==> src/rtl/fbrg_pkg.sv <==
package fbrg_pkg;

   // oversampling ratio selected by the channel
   typedef enum logic [1:0] {
      OSR_16 = 2'd0,
      OSR_8  = 2'd1,
      OSR_4  = 2'd2
   } osr_e;

   localparam int MAX_OSR = 16;

   function automatic int unsigned osr_ratio(osr_e m);
      case (m)
         OSR_8:   return 8;
         OSR_4:   return 4;
         default: return MAX_OSR;
      endcase
   endfunction

endpackage

==> src/rtl/fbrg_regs.sv <==
module fbrg_regs #(
   parameter int REG_W  = 8,
   parameter int INT_W  = 16,
   parameter int FRAC_W = 4,
   parameter int ADDR_W = 2
) (
   input  logic              clk,
   input  logic              rst_n,
   input  logic              wr_en,
   input  logic [ADDR_W-1:0] wr_addr,
   input  logic [REG_W-1:0]  wr_data,
   output logic [INT_W-1:0]  div_int,
   output logic [FRAC_W-1:0] div_frac,
   output logic              restart
);
   localparam int NBYTES = INT_W / REG_W;
   localparam logic [ADDR_W-1:0] FRAC_ADDR = ADDR_W'(NBYTES);

   if (INT_W % REG_W != 0) begin : g_bad_int
      $error("integer width must be a whole number of register bytes");
   end
   if (FRAC_W > REG_W) begin : g_bad_frac
      $error("fraction wider than a register byte");
   end

   for (genvar b = 0; b < NBYTES; b++) begin : g_byte
      localparam logic [REG_W-1:0] RST_V = (b == 0) ? REG_W'(1) : '0;
      logic [REG_W-1:0] q;
      always_ff @(posedge clk) begin
         if (!rst_n)
            q <= RST_V;
         else if (wr_en && wr_addr == ADDR_W'(b))
            q <= wr_data;
      end
      assign div_int[b*REG_W +: REG_W] = q;
   end

   logic [FRAC_W-1:0] frac_q;
   always_ff @(posedge clk) begin
      if (!rst_n)
         frac_q <= '0;
      else if (wr_en && wr_addr == FRAC_ADDR)
         frac_q <= wr_data[FRAC_W-1:0];
   end
   assign div_frac = frac_q;

   // restart is seen one cycle after the write, when the new value is stored
   always_ff @(posedge clk) begin
      if (!rst_n)
         restart <= 1'b0;
      else
         restart <= wr_en && (wr_addr <= FRAC_ADDR);
   end

endmodule

==> src/rtl/fbrg_prescale.sv <==
module fbrg_prescale #(
   parameter int PRE_DIV = 4
) (
   input  logic clk,
   input  logic rst_n,
   input  logic restart,
   input  logic sel,
   output logic pre_en
);
   if (PRE_DIV < 1) begin : g_bad_div
      $error("prescale ratio must be at least one");
   end

   if (PRE_DIV == 1) begin : g_none
      assign pre_en = 1'b1;
   end else begin : g_div
      localparam int PW = $clog2(PRE_DIV);
      localparam logic [PW-1:0] LAST = PW'(PRE_DIV - 1);
      logic [PW-1:0] pcnt;

      always_ff @(posedge clk) begin
         if (!rst_n || restart)
            pcnt <= '0;
         else if (pcnt == LAST)
            pcnt <= '0;
         else
            pcnt <= pcnt + 1'b1;
      end

      assign pre_en = !sel || (pcnt == LAST);


      pre_spacing_chk: assert property (@(posedge clk) disable iff (!rst_n)
         (sel && pre_en && !restart) |=> (!pre_en || !sel));
   end

endmodule

==> src/rtl/fbrg_divider.sv <==
module fbrg_divider #(
   parameter int INT_W  = 16,
   parameter int FRAC_W = 4
) (
   input  logic              clk,
   input  logic              rst_n,
   input  logic              restart,
   input  logic              pre_en,
   input  logic [INT_W-1:0]  div_int,
   input  logic [FRAC_W-1:0] div_frac,
   output logic              fire
);
   localparam int CW = INT_W + 1;

   logic [CW-1:0]     cnt;
   logic [CW-1:0]     n_eff;
   logic [FRAC_W-1:0] acc;
   logic [FRAC_W-1:0] acc_sum;
   logic              carry;

   always_comb begin
      n_eff = (div_int == '0) ? CW'(1) : CW'(div_int);
      {carry, acc_sum} = {1'b0, acc} + {1'b0, div_frac};
      fire = pre_en && (cnt == CW'(1)) && !restart;
   end

   always_ff @(posedge clk) begin
      if (!rst_n) begin
         cnt <= CW'(1);
         acc <= '0;
      end else if (restart) begin
         cnt <= n_eff;
         acc <= div_frac;
      end else if (pre_en) begin
         if (cnt == CW'(1)) begin
            cnt <= n_eff + CW'(carry);
            acc <= acc_sum;
         end else begin
            cnt <= cnt - 1'b1;
         end
      end
   end


   cnt_range_chk: assert property (@(posedge clk) disable iff (!rst_n)
      !restart |-> (cnt != '0 && cnt <= n_eff + CW'(1)));

endmodule

==> src/rtl/fbrg_bitcnt.sv <==
module fbrg_bitcnt
   import fbrg_pkg::*;
(
   input  logic clk,
   input  logic rst_n,
   input  logic restart,
   input  logic tick,
   input  osr_e mode,
   output logic bit_tick
);
   localparam int BW = $clog2(MAX_OSR);

   logic [BW-1:0] bcnt;
   logic [BW-1:0] last;
   logic          wrap;

   always_comb begin
      last = BW'(osr_ratio(mode) - 1);
      wrap = (bcnt >= last);
   end

   always_ff @(posedge clk) begin
      if (!rst_n || restart)
         bcnt <= '0;
      else if (tick)
         bcnt <= wrap ? '0 : bcnt + 1'b1;
   end

   always_ff @(posedge clk) begin
      if (!rst_n)
         bit_tick <= 1'b0;
      else
         bit_tick <= tick && wrap;
   end

endmodule

==> src/rtl/fbrg_top.sv <==
module fbrg_top
   import fbrg_pkg::*;
#(
   parameter int REG_W   = 8,
   parameter int INT_W   = 16,
   parameter int FRAC_W  = 4,
   parameter int PRE_DIV = 4,
   parameter int ADDR_W  = 2
) (
   input  logic              clk,
   input  logic              rst_n,
   input  logic              wr_en,
   input  logic [ADDR_W-1:0] wr_addr,
   input  logic [REG_W-1:0]  wr_data,
   input  logic              prescale_sel,
   input  logic              samp8_sel,
   input  logic              samp4_sel,
   output logic              sample_tick,
   output logic              bit_tick
);
   localparam int NBYTES = INT_W / REG_W;

   if ((1 << ADDR_W) < NBYTES + 1) begin : g_bad_addr
      $error("address width too narrow for the divisor registers");
   end

   logic [INT_W-1:0]  div_int;
   logic [FRAC_W-1:0] div_frac;
   logic              restart;
   logic              pre_en;
   logic              fire;
   osr_e              mode;

   assign mode = samp4_sel ? OSR_4 : (samp8_sel ? OSR_8 : OSR_16);

   fbrg_regs #(
      .REG_W(REG_W), .INT_W(INT_W), .FRAC_W(FRAC_W), .ADDR_W(ADDR_W)
   ) i_regs (
      .clk(clk), .rst_n(rst_n), .wr_en(wr_en), .wr_addr(wr_addr),
      .wr_data(wr_data), .div_int(div_int), .div_frac(div_frac),
      .restart(restart)
   );

   fbrg_prescale #(.PRE_DIV(PRE_DIV)) i_pre (
      .clk(clk), .rst_n(rst_n), .restart(restart), .sel(prescale_sel),
      .pre_en(pre_en)
   );

   fbrg_divider #(.INT_W(INT_W), .FRAC_W(FRAC_W)) i_div (
      .clk(clk), .rst_n(rst_n), .restart(restart), .pre_en(pre_en),
      .div_int(div_int), .div_frac(div_frac), .fire(fire)
   );

   always_ff @(posedge clk) begin
      if (!rst_n)
         sample_tick <= 1'b0;
      else
         sample_tick <= fire;
   end

   fbrg_bitcnt i_bit (
      .clk(clk), .rst_n(rst_n), .restart(restart), .tick(fire),
      .mode(mode), .bit_tick(bit_tick)
   );


   wr_quiet_chk: assert property (@(posedge clk) disable iff (!rst_n)
      (wr_en && wr_addr <= ADDR_W'(NBYTES)) |=> ##1 !sample_tick);


   bit_with_sample_chk: assert property (@(posedge clk) disable iff (!rst_n)
      bit_tick |-> sample_tick);

endmodule

==> config.mk <==
export PLATFORM = sky130hd
export DESIGN_NAME = fbrg_top
export DESIGN_NICKNAME = d
export VERILOG_FILES = /design/src/rtl/fbrg_pkg.sv /design/src/rtl/fbrg_regs.sv /design/src/rtl/fbrg_prescale.sv /design/src/rtl/fbrg_divider.sv /design/src/rtl/fbrg_bitcnt.sv /design/src/rtl/fbrg_top.sv
export SDC_FILE = /design/constraint.sdc
export NUM_CORES = 1
export LEC_CHECK = 0
export ABC_AREA = 1
export BUFFER_PORTS_ARGS = -buffer_cell sky130_fd_sc_hd__buf_2
export CORE_MARGIN = 3
export CORE_UTILIZATION = 35
export DETAILED_ROUTE_END_ITERATION = 10
export GPL_TIMING_DRIVEN = 0
export PLACE_DENSITY = 0.56
export SLEW_MARGIN = 15
export SYNTH_ARGS = -nofsm -noshare
export SYNTH_HDL_FRONTEND = slang
export SYNTH_SLANG_ARGS = --single-unit
export TNS_END_PERCENT = 100
==> constraint.sdc <==
create_clock -name clk -period 2.7 [get_ports clk]
set_input_delay 0.27 -clock clk [delete_from_list [all_inputs] [get_ports clk]]
set_output_delay 0.27 -clock clk [all_outputs]
set_load 0.02 [all_outputs]
==> qor.yml <==
sta:
  clock_skew_ns: 0.00487
  relSlewSlack_pct: 52.0
  layout_min_cycle_time_ns: 2.53
  worstMarginPinSlew_ns: 0.717
  clock.fmax_ghz: 0.395
  tns_ns: 0
  rsz0062_at_grt: "false"
  hold_violations: 0
  drv_slew: 0
  post-route-period-util_pct: 93.8
  hold_ws_ns: 0.175
  setup_viol: 0
pwr:
  p_leak_nw: 1.48
  irDropWorstVdd_mv: 0.217
  powerDensity_nw_per_um2: 516
  power_mw: 1.79
worst_hold_path:
  hp-class: "in2reg"
  min_path_cells: 2
  whs_endpoint: "i_regs.restart"
  hold_start: "wr_addr[0]"
floorplan:
  die_h_um: 101
  die_area_um2: 10100
  start_util_pct: 37.0
  fp-row-count: 33
  ios: 18
  die_width_um: 101
  core_um2: 8460
setup_path:
  worstPathArrival_ns: 2.75
  reg2reg_depth: 13
  reg2reg_slack_ns: 0.17
  crit_chain: "ha_1 > inv_1 > fa_1 > o21ai_2 > ha_2 > ha_1 > nand2_1 > nor2_4 > nand3_1 > o211ai_1 > nand3_1 > nand2_1 > inv_1"
  worstPathMaxFanout: 5
  slowest_stage: "fa_1"
  setup.worst_path.end_class: "register"
  critPathLaunchType: "register"
  r2r_end: "i_div.cnt[10]"
  r2r_start: "i_regs.div_frac[0]"
  slowest_delay_ns: 0.41
  critPathKind: "reg2reg"
  crit_required_ns: 2.91
logic_synthesis:
  synth-compound-area-share_pct: 17.0
  ys.flop_type: "dfxtp_1"
  async_flop_share_pct: 0
  synth_seq_area_share_pct: 31.9
  synth.distinct_cells: 38
  synth_area_leader_cell: "dfxtp_1"
  synthMuxAreaShare_pct: 0
  synth_fa_ha_area_share_pct: 5.43
  synth_area_per_cell_um2: 6.73
  ys_ff_latch: 50
  synth_area_um2: 3130
  synthSimpleGateAreaFrac_pct: 33.2
  synth_top_area_share_pct: 31.9
  ys_top_cells_by_area: "dfxtp_1 (32%), nand2_1 (13%), inv_1 (6.3%)"
  synth_edf_count: 0
  synth_fp_nets: 495
  synth_top_family_by_area: "simple AND/OR/NAND/NOR gates"
  yosysWarnings: 0
  synth_xor_xnor_area_share_pct: 3.63
  synthCells: 466
outcome:
  outcome: "complete, no violations"
detailed_routing:
  wl_mm: 8.46
  firstDrtPassIters: 5
  ant_nets: 0
  drtIter0Drc: 170
  drc: 0
  num_vias: 3034
  avgRoutedWirePerCell_um: 14.2
  viasPerCell: 5.09
clock_tree:
  clock_path_buffers: 2
  post-cts-setup-buffer-count: 0
  root_buffer: "clkbuf_8"
  clock-sinks: 50
  cts_tree: "yes"
  ctsHoldBuffers: 0
  cts_resized: 0
  numCtsBuffers: 5
  clk_pin_slew_worst_paths_ns: 0.09
  cts_max_level: 2
  clk_latency_ns: 0.30
final_layout:
  multi_input_area_um2: 1870
  final.fill_count: 888
  n_antenna_cell: 0
  final_cells: 596
  drive_gt1_share_pct: 11.8
  area_growth_pct: 10.5
  seqCellArea_um2: 1000
  nets: 519
  final_core_util_pct: 40.9
grt:
  grt_use_total_pct: 17.4
  grt_max_degree: 16
  antenna_found_initial: 0
  grt_overflow_total: 0
  grt_pass1_wl_mm: 14.0
  first_global_vias: 2879
place:
  place.port_buffers: 17
  place_inst: 588
  hpwl_mm: 6.73
  gp_congestion: 0.862
job:
  max_cap_violations: 0
-- layout by cell type, fill, tap and decap left out, types with 3 or more instances in the layout --
master and n:
clkbuf_8 6, xnor2_1 4, o221ai_1 5, xor2_1 9, nand3_1 37, ha_1 11, nor2_2 3, nand2_1 106
inv_1 53, nand3_2 3, a21oi_1 34, nor3_1 5, a22oi_1 4, a31oi_1 5, nor4_1 4, nand4_1 4
buf_2 20, nor2_1 47, o21ai_0 33, dfxtp_1 49, o211ai_1 5, clkbuf_1 9, nor2_4 7, inv_2 3
nand2_2 3
-- synthesized netlist by cell type, types with 9 or more instances --
library cell and instances:
ha_1 12, o21ai_0 34, nand2_1 106, xor2_1 9, a21oi_1 34, dfxtp_1 50
inv_1 53, clkbuf_1 9, nor2_1 47, nand3_1 37
-- worst max-delay path by stage --
stage,start,end,slack [ns],depth (start not counted)
finish,i_regs.div_frac[0],i_div.cnt[10],0.17,13
global route,i_regs.div_frac[0],i_div.cnt[10],0.01,13
CTS,i_regs.div_frac[0],i_div.cnt[16],0.01,14
detailed placement,i_regs.div_frac[0],i_div.cnt[16],0.05,14
global placement,i_regs.div_frac[0],i_div.cnt[10],0.08,13
floorplan,i_regs.div_frac[0],i_div.cnt[14],0.42,14
-- per-layer routing --
layer / track usage [%] / share of wire (%) / vias up
met2: 27.0 / 43 / 68
met1: 24.7 / 51 / 1362
met3: 2.77 / 4.1 / 12
li1: - / - / 1592
met4: 4.97 / 1.5 / 0
met5: 0 / 0 / -
-- per-stage QoR --
stage / cell area, um2 / setup slack, ns
final: 3460 / 0.166
after floorplan: 3130 / 0.418
after detailed placement: 3350 / 0.0522
after global routing: 3460 / 0.0101
after CTS: 3450 / 0.0107
after global placement: 3350 / 0.0755
-- critical path: cells and delay by family, from the launching register on --
kind | cells | cell delay [ns]
buf+inv | 2 | 0.10
compound gates | 2 | 0.45
simple gates | 5 | 0.59
flops | 1 | 0.36
fa+ha+maj | 4 | 0.96
-- sequential cells by signal, summed over array words and instances, names as in the netlist --
register and cells:
i_regs.g_byte.q 16, i_pre.g_div.pcnt 2, i_bit.bit_tick 1, i_regs.div_frac 4, i_div.acc 4, i_regs.restart 1, i_div.cnt 17, i_bit.bcnt 4
sample_tick 1
-- power by group --
group | internal (mW) | switching, mW
Combinational | 0.164 | 0.305
Sequential | 0.788 | 0.0634
Clock | 0.207 | 0.260
Total | 1.16 | 0.628
-- logic make-up (layout without fill, tap and decap cells) --
family,after synthesis,in the layout
AND/OR/NAND/NOR,226,226
flip-flops,50,50
AO/OA/AOI/OAI,94,94
adder cells (fa/ha/maj),13,13
XOR/XNOR,13,13
buffers and inverters,70,95
-- final cells by class --
type / count / area share (%)
Multi-Input combinational cell: 346 / 54.1
Sequential cell: 50 / 28.9
Inverter: 56 / 6.07
Tap cell: 105 / 3.79
Timing Repair Buffer: 17 / 2.46
Clock buffer: 6 / 2.38
Buffer: 14 / 1.88
Clock inverter: 2 / 0.361
No activity file was read; power rests on OpenSTA's default activity.
